## config.mk

```make
export PLATFORM = sky130hd
export DESIGN_NAME = mix_cmd_serializer
export DESIGN_NICKNAME = d
export VERILOG_FILES = /design/src/rtl/mixser_pkg.sv /design/src/rtl/mixser_rst_sync.sv /design/src/rtl/mixser_shifter.sv /design/src/rtl/mixser_ctrl.sv /design/src/rtl/mix_cmd_serializer.sv
export SDC_FILE = /design/constraint.sdc
export NUM_CORES = 1
export LEC_CHECK = 0
export BUFFER_PORTS_ARGS = -buffer_cell sky130_fd_sc_hd__buf_2
export CORE_MARGIN = 1.5
export CORE_UTILIZATION = 60
export DETAILED_ROUTE_END_ITERATION = 12
export PLACE_DENSITY_LB_ADDON = 0.2
export SLEW_MARGIN = 40
export SYNTH_ARGS = -nofsm -noshare
export SYNTH_HDL_FRONTEND = slang
export SYNTH_SLANG_ARGS = --single-unit
export TNS_END_PERCENT = 100
```

## constraint.sdc

```tcl
create_clock -name clk -period 3.9 [get_ports clk]
set_clock_uncertainty 0.15 [all_clocks]
set_input_delay 1.17 -clock clk [delete_from_list [all_inputs] [get_ports clk]]
set_output_delay 1.17 -clock clk [all_outputs]
set_load 0.005 [all_outputs]
```

## src/rtl/mixser_pkg.sv

```systemverilog
package mixser_pkg;
  localparam int LVL_W = 6;
  localparam logic [LVL_W-1:0] LVL_MAX = '1;

  typedef enum logic [1:0] {
    OP_SET   = 2'd0,
    OP_ROUTE = 2'd1,
    OP_UP    = 2'd2,
    OP_DOWN  = 2'd3
  } mix_op_e;

  typedef enum logic [1:0] {
    SH_IDLE,
    SH_LOW,
    SH_HIGH,
    SH_TAIL
  } sh_state_e;

  typedef enum logic [1:0] {
    C_IDLE,
    C_ADDR,
    C_DATA
  } cmd_state_e;

  function automatic logic [7:0] make_addr(input logic l, input logic r, input logic [2:0] ch);
    return {1'b1, 2'b00, l, r, ch};
  endfunction

  function automatic logic [7:0] make_data(input logic [LVL_W-1:0] lvl);
    return {2'b00, lvl};
  endfunction
endpackage

```

## src/rtl/mixser_rst_sync.sv

```systemverilog
module mixser_rst_sync (
  input  logic clk,
  input  logic rst_n,
  output logic rst_sync_n
);
  logic [1:0] stage_q;

  always_ff @(posedge clk or negedge rst_n) begin
    if (!rst_n) stage_q <= 2'b00;
    else        stage_q <= {stage_q[0], 1'b1};
  end

  assign rst_sync_n = stage_q[1];
endmodule

```

## src/rtl/mixser_shifter.sv

```systemverilog
module mixser_shifter
  import mixser_pkg::*;
#(
  parameter int HALF_DIV = 125,
  parameter int CS_GAP   = 64
) (
  input  logic       clk,
  input  logic       rst_n,
  input  logic       tx_start,
  input  logic [7:0] tx_byte,
  output logic       tx_take,
  output logic       tx_done,
  output logic       ser_clk,
  output logic       ser_data,
  output logic       ser_cs_n
);
  localparam int HC_W = $clog2(HALF_DIV + 1);
  localparam int GP_W = $clog2(CS_GAP + 1);
  localparam logic [HC_W-1:0] HALF_LAST = HC_W'(HALF_DIV - 1);
  localparam logic [GP_W-1:0] GAP_FULL  = GP_W'(CS_GAP);

  sh_state_e       st_q, st_d;
  logic [HC_W-1:0] cnt_q, cnt_d;
  logic [2:0]      bit_q, bit_d;
  logic [7:0]      shr_q, shr_d;
  logic [GP_W-1:0] gap_q, gap_d;
  logic            sclk_q, sclk_d;
  logic            cs_q, cs_d;
  logic            done_q, done_d;
  logic            half_end, gap_ok;

  assign half_end = (cnt_q == HALF_LAST);
  assign gap_ok   = (gap_q == GAP_FULL);
  assign tx_take  = tx_start && (st_q == SH_IDLE) && gap_ok;

  always_comb begin
    st_d   = st_q;
    cnt_d  = cnt_q;
    bit_d  = bit_q;
    shr_d  = shr_q;
    gap_d  = gap_q;
    sclk_d = sclk_q;
    cs_d   = cs_q;
    done_d = 1'b0;
    unique case (st_q)
      SH_IDLE: begin
        if (!gap_ok) gap_d = gap_q + 1'b1;
        if (tx_take) begin
          st_d  = SH_LOW;
          cs_d  = 1'b0;
          shr_d = tx_byte;
          bit_d = 3'd0;
          cnt_d = '0;
        end
      end
      SH_LOW: begin
        if (half_end) begin
          st_d   = SH_HIGH;
          sclk_d = 1'b1;
          cnt_d  = '0;
        end else begin
          cnt_d = cnt_q + 1'b1;
        end
      end
      SH_HIGH: begin
        if (half_end) begin
          sclk_d = 1'b0;
          cnt_d  = '0;
          if (bit_q == 3'd7) begin
            st_d = SH_TAIL;
          end else begin
            st_d  = SH_LOW;
            shr_d = {shr_q[6:0], 1'b0};
            bit_d = bit_q + 1'b1;
          end
        end else begin
          cnt_d = cnt_q + 1'b1;
        end
      end
      SH_TAIL: begin
        if (half_end) begin
          st_d   = SH_IDLE;
          cs_d   = 1'b1;
          done_d = 1'b1;
          gap_d  = '0;
          shr_d  = '0;
          cnt_d  = '0;
        end else begin
          cnt_d = cnt_q + 1'b1;
        end
      end
      default: st_d = SH_IDLE;
    endcase
  end

  always_ff @(posedge clk or negedge rst_n) begin
    if (!rst_n) begin
      st_q   <= SH_IDLE;
      cnt_q  <= '0;
      bit_q  <= 3'd0;
      shr_q  <= '0;
      gap_q  <= '0;
      sclk_q <= 1'b0;
      cs_q   <= 1'b1;
      done_q <= 1'b0;
    end else begin
      st_q   <= st_d;
      cnt_q  <= cnt_d;
      bit_q  <= bit_d;
      shr_q  <= shr_d;
      gap_q  <= gap_d;
      sclk_q <= sclk_d;
      cs_q   <= cs_d;
      done_q <= done_d;
    end
  end

  assign ser_clk  = sclk_q;
  assign ser_data = shr_q[7];
  assign ser_cs_n = cs_q;
  assign tx_done  = done_q;

  // Independent line observers used only by the assertions below.
  logic            sclk_prev_q;
  logic [3:0]      edge_cnt_q;
  logic [HC_W-1:0] hi_run_q;
  logic [GP_W-1:0] cs_run_q;

  always_ff @(posedge clk or negedge rst_n) begin
    if (!rst_n) begin
      sclk_prev_q <= 1'b0;
      edge_cnt_q  <= '0;
      hi_run_q    <= '0;
      cs_run_q    <= '0;
    end else begin
      sclk_prev_q <= sclk_q;
      edge_cnt_q  <= cs_q ? 4'd0 : edge_cnt_q + {3'd0, sclk_q & ~sclk_prev_q};
      if (!sclk_q)                             hi_run_q <= '0;
      else if (hi_run_q != HC_W'(HALF_DIV))    hi_run_q <= hi_run_q + 1'b1;
      if (!cs_q)                               cs_run_q <= '0;
      else if (cs_run_q != GAP_FULL)           cs_run_q <= cs_run_q + 1'b1;
    end
  end

  assert_eight_edges_R3: assert property (@(posedge clk) disable iff (!rst_n)
    $rose(ser_cs_n) |-> edge_cnt_q == 4'd8);
  assert_clk_quiet_R3: assert property (@(posedge clk) disable iff (!rst_n)
    ser_cs_n |-> !ser_clk);
  assert_high_width_R4: assert property (@(posedge clk) disable iff (!rst_n)
    $fell(ser_clk) |-> hi_run_q == HC_W'(HALF_DIV));
  assert_data_stable_R4: assert property (@(posedge clk) disable iff (!rst_n)
    (ser_clk && $past(ser_clk)) |-> $stable(ser_data));
  assert_strobe_gap_R5: assert property (@(posedge clk) disable iff (!rst_n)
    $fell(ser_cs_n) |-> cs_run_q == GAP_FULL);
endmodule

```

## src/rtl/mixser_ctrl.sv

```systemverilog
module mixser_ctrl
  import mixser_pkg::*;
#(
  parameter int NUM_CH = 8,
  parameter int CH_W   = 3
) (
  input  logic            clk,
  input  logic            rst_n,
  input  logic            req_valid,
  output logic            req_ready,
  input  logic [1:0]      req_op,
  input  logic [CH_W-1:0] req_chan,
  input  logic            req_left,
  input  logic            req_right,
  input  logic [7:0]      req_level,
  input  logic            req_reuse,
  output logic            busy,
  output logic            tx_start,
  output logic [7:0]      tx_byte,
  input  logic            tx_take,
  input  logic            tx_done
);
  cmd_state_e       st_q, st_d;
  logic             pend_q, pend_d;
  logic [7:0]       addr_q, addr_d;
  logic [7:0]       data_q, data_d;
  logic             need_data_q, need_data_d;
  logic [CH_W-1:0]  last_ch_q, last_ch_d;
  logic             last_v_q, last_v_d;
  logic [LVL_W-1:0] lvl_q [NUM_CH];
  logic [LVL_W-1:0] cur_lvl, new_lvl;
  logic             lvl_we;
  logic             accept, skip_addr;
  mix_op_e          op;

  assign op      = mix_op_e'(req_op);
  assign accept  = req_valid && (st_q == C_IDLE);
  assign cur_lvl = lvl_q[req_chan];

  always_comb begin
    unique case (op)
      OP_SET:   new_lvl = req_level[LVL_W-1:0];
      OP_UP:    new_lvl = (cur_lvl == LVL_MAX) ? LVL_MAX : cur_lvl + 1'b1;
      OP_DOWN:  new_lvl = (cur_lvl == '0) ? '0 : cur_lvl - 1'b1;
      default:  new_lvl = cur_lvl;
    endcase
  end

  assign skip_addr = req_reuse && last_v_q && (req_chan == last_ch_q) && (op != OP_ROUTE);
  assign lvl_we    = accept && (op != OP_ROUTE);

  always_comb begin
    st_d        = st_q;
    pend_d      = pend_q;
    addr_d      = addr_q;
    data_d      = data_q;
    need_data_d = need_data_q;
    last_ch_d   = last_ch_q;
    last_v_d    = last_v_q;
    if (accept) begin
      addr_d      = make_addr(req_left, req_right, 3'(req_chan));
      data_d      = make_data(new_lvl);
      need_data_d = (op != OP_ROUTE);
      pend_d      = 1'b1;
      if (skip_addr) begin
        st_d = C_DATA;
      end else begin
        st_d      = C_ADDR;
        last_ch_d = req_chan;
        last_v_d  = 1'b1;
      end
    end else if (tx_take) begin
      pend_d = 1'b0;
    end else if (tx_done) begin
      if (st_q == C_ADDR && need_data_q) begin
        st_d   = C_DATA;
        pend_d = 1'b1;
      end else begin
        st_d = C_IDLE;
      end
    end
  end

  always_ff @(posedge clk or negedge rst_n) begin
    if (!rst_n) begin
      st_q        <= C_IDLE;
      pend_q      <= 1'b0;
      addr_q      <= '0;
      data_q      <= '0;
      need_data_q <= 1'b0;
      last_ch_q   <= '0;
      last_v_q    <= 1'b0;
    end else begin
      st_q        <= st_d;
      pend_q      <= pend_d;
      addr_q      <= addr_d;
      data_q      <= data_d;
      need_data_q <= need_data_d;
      last_ch_q   <= last_ch_d;
      last_v_q    <= last_v_d;
    end
  end

  for (genvar g = 0; g < NUM_CH; g++) begin : g_lvl
    always_ff @(posedge clk or negedge rst_n) begin
      if (!rst_n)                                  lvl_q[g] <= '0;
      else if (lvl_we && req_chan == CH_W'(g))     lvl_q[g] <= new_lvl;
    end
  end

  assign busy      = (st_q != C_IDLE);
  assign req_ready = !busy;
  assign tx_start  = pend_q;
  assign tx_byte   = (st_q == C_ADDR) ? addr_q : data_q;

  assert_addr_marker_R1: assert property (@(posedge clk) disable iff (!rst_n)
    (tx_take && st_q == C_ADDR) |-> tx_byte[7]);
  assert_data_clear_R2: assert property (@(posedge clk) disable iff (!rst_n)
    (tx_take && st_q == C_DATA) |-> tx_byte[7:6] == 2'b00);
  assert_busy_after_take_R9: assert property (@(posedge clk) disable iff (!rst_n)
    (req_valid && req_ready) |=> (busy && !req_ready));
endmodule

```

## src/rtl/mix_cmd_serializer.sv

```systemverilog
module mix_cmd_serializer #(
  parameter int NUM_CH   = 8,
  parameter int HALF_DIV = 125,
  parameter int CS_GAP   = 64,
  localparam int CH_W    = $clog2(NUM_CH)
) (
  input  logic            clk,
  input  logic            rst_n,
  input  logic            req_valid,
  output logic            req_ready,
  input  logic [1:0]      req_op,
  input  logic [CH_W-1:0] req_chan,
  input  logic            req_left,
  input  logic            req_right,
  input  logic [7:0]      req_level,
  input  logic            req_reuse,
  output logic            ser_clk,
  output logic            ser_data,
  output logic            ser_cs_n,
  output logic            busy
);
  logic       rst_int_n;
  logic       tx_start, tx_take, tx_done;
  logic [7:0] tx_byte;

  mixser_rst_sync u_rst (
    .clk        (clk),
    .rst_n      (rst_n),
    .rst_sync_n (rst_int_n)
  );

  mixser_ctrl #(.NUM_CH(NUM_CH), .CH_W(CH_W)) u_ctrl (
    .clk       (clk),
    .rst_n     (rst_int_n),
    .req_valid (req_valid),
    .req_ready (req_ready),
    .req_op    (req_op),
    .req_chan  (req_chan),
    .req_left  (req_left),
    .req_right (req_right),
    .req_level (req_level),
    .req_reuse (req_reuse),
    .busy      (busy),
    .tx_start  (tx_start),
    .tx_byte   (tx_byte),
    .tx_take   (tx_take),
    .tx_done   (tx_done)
  );

  mixser_shifter #(.HALF_DIV(HALF_DIV), .CS_GAP(CS_GAP)) u_shift (
    .clk      (clk),
    .rst_n    (rst_int_n),
    .tx_start (tx_start),
    .tx_byte  (tx_byte),
    .tx_take  (tx_take),
    .tx_done  (tx_done),
    .ser_clk  (ser_clk),
    .ser_data (ser_data),
    .ser_cs_n (ser_cs_n)
  );
endmodule

```

=== Word-level counts from Yosys, hierarchy flattened ===
Cells that the tools add are included.

* Add/subtract/negate cells: 5
* Multiply operators: 0
* Div/mod/pow operators: 0
* Order comparisons: 1
* Equality and inequality tests: 26
* Shift-type cells: 0
* Muxes and demuxes: 44
* Bitwise operators: 2
* Reduce and logical (&&, ||, !) cells: 40

{| class="wikitable"
|+ Operator list
! cell !! number
|-
| $mux W8 || 5
|-
| $mux W7 || 4
|-
| $pmux W7 S2 || 2
|-
| $mux W6 || 4
|-
| $pmux W8 S3 || 1
|-
| $mux W2 || 10
|-
| $bmux W6 S3 || 1
|-
| $pmux W6 S3 || 1
|-
| $logic_and A1 B1 Y1 || 16
|-
| $eq A3 B3 Y1 const B || 5
|-
| $add A7 B1 Y7 const B || 2
|-
| $eq A7 B7 Y1 const B || 2
|-
| $ne A2 B1 Y1 const B || 5
|-
| $reduce_bool A2 Y1 || 5
|-
| $mux W1 || 9
|-
| $mux W3 || 3
|-
| $reduce_and A3 Y1 || 3
|-
| $reduce_bool A3 Y1 || 3
|-
| $eq A2 B2 Y1 const B || 4
|-
| $pmux W2 S4 || 1
|-
| $reduce_and A4 Y1 || 2
|-
| $add A6 B1 Y6 const B || 1
|-
| $eq A3 B2 Y1 const B || 2
|-
| $eq A6 B6 Y1 const B || 1
|-
| other kinds (18) || 26
|}

* Register bits after elaboration: 100
* Bits in latches: 0
* Memory bits (writable): 0
* Memory bits (read-only): 0
* Input port bits: 19
* Output and inout port bits: 5
* Word-level logic and storage cells: 142
* Memories kept: 0

=== Longest topological paths before layout ===
Gate-level depths: netlist of run 1.

* Depth in word-level cells: 7
* Mapped depth: 14
* Gate-level depth less buffers: 11

=== Hierarchy ===
From an unflattened synthesis of run 1, not the netlist that was laid out.

* Cells, all modules: 492
* Area, all modules: 5,295.1 um^2

{| class="wikitable"
|+ Modules (own cells, without submodules)
! module !! times used !! cells each !! area an instance (um^2) !! sequential area each (um^2)
|-
| mixser_ctrl || 1 || 319 || 3,606.0 || 1,701.6
|-
| mixser_shifter || 1 || 170 || 1,635.3 || 752.0
|-
| mixser_rst_sync || 1 || 3 || 53.8 || 50.0
|}

=== Worst setup path before layout of run 1 ===
No wires, ideal clock.

* Path type: input to register
* Start point: in req_chan[0]
* End point: reg u_ctrl.lvl_q[22] (netlist bit)
* Setup time: 0.125 ns
* Data arrival time: 3.394 ns
* Required time: 3.625 ns
* Path slack: 0.232 ns
* Stages: 11
* Buffers on the path: 2
* Path through: buf_4 -> buf_6 -> nand3_1 -> a2bb2oi_1 -> and3_1 -> ha_1 -> inv_1 -> nor4_1 -> mux2i_1 -> o211ai_2 -> mux2_2

* Longest elaborated chain between the ends: 7
* Elaborated cells between the ends (all ways): 13
* Those cells by class: add/sub: 2; eq/ne: 2; mux: 6; bitwise: 1; reduce/logical: 2

{| class="wikitable"
|+ Ends and longest elaborated chain
! item !! line !! RTL
|-
| start, declared || mix_cmd_serializer.sv:12 || <nowiki>input logic [CH_W-1:0] req_chan,</nowiki>
|-
| $not A3 Y4 (implied by the code) || mixser_ctrl.sv:38 || <nowiki>assign cur_lvl = lvl_q[req_chan];</nowiki>
|-
| $bmux W6 S3 || mixser_ctrl.sv:38 ||
|-
| $mux W6 (implied by the code) (2 in series) || mixser_ctrl.sv:38 ||
|-
| $sub A6 B1 Y6, or another cell as far along || mixser_ctrl.sv:44 || <nowiki>OP_DOWN: new_lvl = (cur_lvl == '0) ? '0 : cur_lvl - 1'b1;</nowiki>
|-
| $mux W6, on equally long branches || mixser_ctrl.sv:44, mixser_ctrl.sv:43 ||
|-
| $pmux W6 S3 || mixser_ctrl.sv:41 || <nowiki>unique case (op)</nowiki>
|-
| end signal, assigned by index || mixser_ctrl.sv:107 || <nowiki>else if (lvl_we && req_chan == CH_W'(g)) lvl_q[g] <= new_lvl;</nowiki>
|-
| end, declared || mixser_ctrl.sv:30 || <nowiki>logic [LVL_W-1:0] lvl_q [NUM_CH];</nowiki>
|}

Parallel ways exist; a longest one is shown, timed or not. The select of a mux whose other input is x is not followed.
A chain may end at the register's enable or synchronous reset.

=== Final worst setup path of run 1 ===
* Start point: in req_chan[1]
* End point: reg u_ctrl.lvl_q[32] (netlist bit)

The elaborated chain is that of the path after synthesis.

==> results of run 1 <==
area by class of cell:
cell class	count	area, sq um	area share [%]
clock inverter	5	58.8	0.987
multi-input combinational	404	2690	45.2
timing repair buffer	51	368	6.18
inverter	14	52.6	0.882
tap	108	135	2.27
clock buffer	11	141	2.37
sequential	100	2510	42.1
power by group:
| part | switching, uW | leakage (uW) | internal [uW] |
|---|---|---|---|
| Combinational | 128 | 0.00128 | 67.2 |
| Sequential | 3.18 | 0.00136 | 1040 |
| Clock | 356 | 0.0000959 | 316 |
| Total | 487 | 0.00273 | 1420 |
sequential cells by signal, summed over array words and instances (netlist names):
register            count
u_ctrl.need_data_q      1
u_rst.stage_q           2
u_ctrl.data_q           6
u_shift.st_q            2
u_shift.ser_cs_n        1
u_shift.ser_clk         1
u_ctrl.addr_q           6
u_shift.gap_q           7
u_shift.tx_done         1
u_shift.cnt_q           7
u_ctrl.last_v_q         1
u_ctrl.last_ch_q        3
u_shift.bit_q           3
u_ctrl.st_q             2
u_shift.shr_q           8
u_ctrl.tx_start         1
u_ctrl.lvl_q           48
placed cells by master, fill, tap and decap left out, types with 12 or more instances in the layout:
cell	netlist	final
a21oi_1	17	17
mux2_2	21	21
o21ai_0	37	37
buf_2	4	21
o31ai_1	30	30
nor2_1	36	36
ha_1	14	14
dfrtp_1	99	98
mux2i_1	17	17
buf_4	1	27
inv_1	12	12
nand2_1	98	98
cell families after synthesis:
logic type | after synthesis
buffers and inverters | 36
AO/OA/AOI/OAI | 132
adder cells (fa/ha/maj) | 14
other | 1
flip-flops | 100
XOR/XNOR | 12
multiplexers | 44
AND/OR/NAND/NOR | 201
critical path, delay by kind of cell:
| family | cells | cell delay, ns |
|---|---|---|
| simple gates | 2 | 0.66 |
| compound gates | 4 | 1.03 |
| mux | 1 | 0.21 |
| buf+inv | 4 | 0.70 |
metal layers:
layer	up-vias	GRT usage [%]
li1	2023	-
met1	2032	34.8
met2	78	45.8
met3	14	5.25
met4	0	8.24
met5	-	0
path summary, 6_finish.rpt:
| path | from | end | slack, ns | cells after the start |
|---|---|---|---|---|
| hold reg to reg | u_rst.stage_q[1] | u_shift.cnt_q[4] | 0.04 | 0 |
| min in group clk | u_rst.stage_q[0] | u_rst.stage_q[1] | 0.20 | 0 |
| hold / removal | u_rst.stage_q[1] | u_shift.cnt_q[4] | 0.04 | 0 |
| setup reg to reg | u_ctrl.lvl_q[6] | u_ctrl.lvl_q[32] | 0.91 | 11 |
| max in group asynchronous | u_rst.stage_q[1] | u_ctrl.lvl_q[14] | 2.88 | 2 |
| setup / recovery | req_chan[1] | u_ctrl.lvl_q[32] | 0.17 | 11 |
per-stage QoR:
stage	instances	worst slack, ns	utilization [%]
2_1_floorplan	540	0.232	-
3_3_place_gp	675	-0.00998	65.5
4_1_cts	693	0.249	68.3
5_1_grt	693	0.0471	68.3
3_5_place_dp	677	-0.100	66.0
6_report	693	0.170	68.3
==> results.py, run 1 <==
metrics = {
    "yosys": {
        "synth_compound_area_share_pct": 17.2,
        "synth_top_cell_area_share_pct": 46.0,
        "yosysWarnings": 0,
        "syn_area_per_cell_sq_um": 9.97,
        "synth_commonest_cells": "dfrtp_1, nand2_1, o21ai_0",
        "synth_fp_nets": 573,
        "async_flop_share_pct": 100,
        "yosys.area_share.adder_pct": 3.25,
        "synth_area_leaders": "dfrtp_1, nand2_1, mux2_2, o31ai_1, o21ai_0",
        "yosys.area_share.simple_pct": 17.7,
        "synth_cell_types": 72,
        "yosysMostFrequentCell": "dfrtp_1",
        "seq_area_frac_synth_pct": 46.5,
        "synth_xor_area_share_pct": 1.95,
        "synth-main-ff-cell": "dfrtp_1",
        "synth_mux_area_share_pct": 9.71,
        "synth_area_sq_mm": 0.00538,
        "synth_top_family_by_area": "simple AND/OR/NAND/NOR gates",
        "syn_inst": 540,
        "synth_edf_count": 0,
        "yosys.area.top_type": "dfrtp_1",
        "ys_seq_elements": 100,
    },
    "layout": {
        "fin_nets": 613,
        "num_antenna_cells": 0,
        "syn_to_final_growth_pct": 10.6,
        "fill_cells": 666,
        "drive_above_1_share_pct": 19.8,
        "final_area_sq_mm": 0.00596,
    },
    "placed_design": {
        "dp_hpwl_microns": 8800,
        "gp_congestion": 0.890,
        "place_area_sq_mm": 0.00576,
        "portBuffers": 21,
    },
    "sta": {
        "max_clock_freq_mhz": 268,
        "fin_hold_ws_ns": 0.0352,
        "worst_pin_slew_ns": 0.820,
        "relSlewSlack_pct": 45.3,
        "maxSlewViolCount": 0,
        "grt_setup_unrepaired": "no",
        "timing.setup.tns_ns": 0,
        "hold_viol": 0,
        "fin_crit_ns": 3.73,
        "finalCritPeriodShare_pct": 95.6,
        "setup_viol": 0,
    },
    "drt": {
        "wl_met1_microns": 5220,
        "route.met3.wl_microns": 379,
        "drt_iter0_markers": 230,
        "wl_microns": 12000,
        "vias_per_cell": 5.98,
        "first_pass_iters": 4,
        "maxUsedRoutingLayer": "met4",
        "wl_met2_microns": 6160,
        "vias": 4147,
        "drc": 0,
        "avgRoutedWirePerCell_microns": 17.3,
        "antenna_left": 0,
    },
    "clock_network": {
        "ctsRootBufferMaster": "clkbuf_8",
        "cts_tree": "done",
        "cts_resized": 0,
        "insertion_delay_ns": 0.36,
        "cts_buffers": 9,
        "cts.sinks": 100,
        "hold_buffers": 0,
        "htreeDepth": 3,
        "cts_setup_buffers": 0,
        "clk_pin_slew_ns": 0.10,
        "cts_buffer_depth": 2,
    },
    "critical_path": {
        "slowest_stage": "nor3_2",
        "critPathKind": "in2reg",
        "crit_path_max_incr_delay_ns": 0.60,
        "worstSetupEndpointType": "register",
        "cp_data_arrival_time_ns": 3.78,
        "path_cells": "buf_2, buf_12, buf_4, mux2i_1, a2bb2oi_1, o211ai_1, buf_4, nor3_2, o31a_1, nor3_2, o31ai_1",
        "worst_setup_path_start_kind": "primary input",
        "path_max_fanout": 16,
        "critPathRequiredTime_ns": 3.95,
    },
    "run_status": {
        "outcome": "finished, final reports clean",
    },
    "die": {
        "row_count": 34,
        "core_area_sq_mm": 0.00872,
        "start_util_pct": 61.7,
        "die_w_microns": 97.7,
        "io_pins": 24,
        "fp.dieArea_sq_mm": 0.00955,
        "die_h_microns": 97.7,
    },
    "grt": {
        "grt_usage_pct": 26.8,
        "grt_pass1_vias": 4193,
        "grt_pass1_wl_microns": 20500,
        "overflow": 0,
        "grt_max_degree": 35,
        "antenna_found_initial": 0,
    },
    "flow_run": {
        "maxCapViolCount": 0,
    },
    "power_and_ir_drop": {
        "leakage_uw": 0.00273,
        "pwr_density_cell_mw_per_mm2": 320,
        "ir_drop_uv": 152,
        "power.total_uw": 1910,
    },
    "hold_path": {
        "hp-class": "reg2async",
    },
}
No activity file was read; power rests on OpenSTA's default activity.
==> run 2, diff against run 1 <==
Settings changed: RECOVER_POWER set to 25.
==> run 2 against run 1 <==
  * The run now ends with capacitance limit, slew limit left
  * Flip-flop and latch count unchanged
  * Count of clock-buffer cells in the layout unchanged
  * Die area unchanged
  * Design area down 0.42%
  * Clock power down 0.6%
  * Cell count unchanged
  * Combinational power about the same
  * Hold slack better by 0.057 ns
  * First-iteration DRC count down 1.7%
  * Routed wire length up 0.20%
  * Sequential share of layout area up 0.11 points
  * Global-route usage unchanged
==> results.py, run 2 (synthesis results as in run 1) <==
metrics = {
    "critical_path": {
        "crit_start": "req_chan[1]",
        "cp_data_arrival_time_ns": 3.75,
        "critPathKind": "in2reg",
        "path_max_fanout": 16,
        "worstSetupEndpointType": "register",
        "critPathRequiredTime_ns": 3.96,
        "rr_startpoint": "u_ctrl.lvl_q[6]",
        "path_cells": "buf_2, buf_12, buf_4, mux2i_1, a2bb2oi_1, o211ai_1, buf_4, nor3_2, o31a_1, nor3_2, o31ai_1",
        "crit_path_max_incr_delay_ns": 0.59,
        "cp_top_family": "compound AO/OA/AOI/OAI gates",
        "worst_setup_path_start_kind": "primary input",
        "slowest_stage": "nor3_2",
        "path_buf_inv": 4,
    },
    "grt": {
        "grt_usage_pct": 26.8,
        "grt_max_degree": 35,
        "grt_pass1_vias": 4193,
        "overflow": 0,
        "antenna_found_initial": 0,
        "grt_pass1_wl_microns": 20500,
    },
    "clock_network": {
        "ctsRootBufferMaster": "clkbuf_8",
        "hold_buffers": 0,
        "cts_tree": "done",
        "htreeDepth": 3,
        "clk_pin_slew_ns": 0.10,
        "cts_resized": 0,
        "cts_buffers": 9,
        "cts.sinks": 100,
        "cts_setup_buffers": 0,
        "cts_buffer_depth": 2,
        "insertion_delay_ns": 0.36,
    },
    "sta": {
        "maxSlewViolCount": 34,
        "hold_viol": 0,
        "relSlewSlack_pct": -23.0,
        "max_clock_freq_mhz": 271,
        "layout_setup_ws_ns": 0.204,
        "fin_hold_ws_ns": 0.0924,
        "fin_crit_ns": 3.70,
        "worst_pin_slew_ns": 1.85,
        "timing.setup.tns_ns": 0,
        "setup_viol": 0,
        "grt_setup_unrepaired": "no",
        "finalCritPeriodShare_pct": 94.8,
    },
    "placed_design": {
        "gp_congestion": 0.890,
        "dp_hpwl_microns": 8800,
        "portBuffers": 21,
        "placedCellCount": 677,
        "place_ws_ns": -0.100,
    },
    "power_and_ir_drop": {
        "power.total_uw": 1900,
        "seq_power_share_pct": 54.7,
        "p_int_uw": 1420,
        "pwr_density_cell_mw_per_mm2": 320,
        "ir_drop_uv": 151,
        "leakage_uw": 0.00272,
        "comb_power_share_pct": 10.1,
        "switching_power_uw": 482,
        "clkPwrFrac_pct": 35.1,
        "switching_share_pct": 25.4,
    },
    "layout": {
        "final_cell_mix": "dfrtp_1, nand2_1, o21ai_0, nor2_1, o31ai_1",
        "layout_commonest_cell": "dfrtp_1",
        "fill_cells": 672,
        "largest_reg_flops": 48,
        "reg_top3": "u_ctrl.lvl_q x48, u_shift.shr_q x8",
        "stdcell_count": 693,
        "top_register": "u_ctrl.lvl_q",
        "syn_to_final_growth_pct": 10.2,
        "fin_nets": 613,
        "seq_area_sq_mm": 0.00250,
        "drive_above_1_share_pct": 19.1,
        "multiInputGateArea_sq_mm": 0.00269,
        "num_antenna_cells": 0,
    },
    "run_status": {
        "outcome": "complete, but fails checks",
        "violations": "capacitance limit, slew limit",
    },
    "drt": {
        "vias": 4166,
        "wl_microns": 12000,
        "drt_iter0_markers": 226,
        "first_pass_iters": 5,
        "vias_per_cell": 6.01,
        "antenna_left": 0,
        "avgRoutedWirePerCell_microns": 17.3,
        "drc": 0,
    },
    "die": {
        "die_h_microns": 97.7,
        "fp.dieArea_sq_mm": 0.00955,
        "core_area_sq_mm": 0.00872,
        "row_count": 34,
        "die_w_microns": 97.7,
        "start_util_pct": 61.7,
        "io_pins": 24,
    },
    "flow_run": {
        "maxCapViolCount": 1,
    },
    "hold_path": {
        "hp-class": "reg2async",
    },
}
-- run 2: path summary, 6_finish.rpt --
check | endpoint | slack (ns) | depth (start not counted)
worst min register to register | u_shift.cnt_q[3] | 0.09 | 0
worst max-delay path | u_ctrl.lvl_q[32] | 0.20 | 11
worst max register to register | u_ctrl.lvl_q[32] | 0.93 | 11
worst min-delay path | u_shift.cnt_q[3] | 0.09 | 0
max in group asynchronous | u_ctrl.lvl_q[40] | 1.39 | 1
min in group clk | u_rst.stage_q[1] | 0.20 | 0
-- run 2: layer usage --
layer / GRT usage [%] / up-vias / routed length (microns)
li1: - / 2020 / -
met1: 34.8 / 2042 / 5200
met2: 45.8 / 88 / 6100
met3: 5.25 / 16 / 451
met4: 8.24 / 0 / 236
met5: 0 / - / 0
-- run 2: cell type report --
| type | count | area share, % |
|---|---|---|
| Clock buffer | 11 | 2.38 |
| Clock inverter | 5 | 0.992 |
| Inverter | 14 | 0.886 |
| Multi-Input combinational cell | 404 | 45.4 |
| Sequential cell | 100 | 42.2 |
| Tap cell | 108 | 2.28 |
| Timing Repair Buffer | 51 | 5.84 |
-- run 2: through the flow --
stage          util [%]  cell area, sq um
2_1_floorplan         -              5380
3_3_place_gp       65.5              5710
3_5_place_dp       66.0              5760
4_1_cts            68.3              5960
5_1_grt            68.0              5930
6_report           68.0              5930
-- run 2: power by group through the flow --
stage	clock network, uW	registers, uW	logic [uW]
floorplan	0	1070	115
CTS	683	1040	194
global placement	0	1070	170
detailed placement	0	1060	192
global route	722	1040	211
finish	668	1040	193
-- run 2: worst register-to-register path, cell delays in order (launching register included) --
cell	delay (ns)
dfrtp_1	0.38
mux4_2	0.45
nor2b_2	0.21
nor2_8	0.13
inv_2	0.04
ha_1	0.22
a21oi_1	0.15
o21ai_0	0.11
o21ai_0	0.11
a221oi_1	0.09
nor3_2	0.59
o31ai_1	0.19
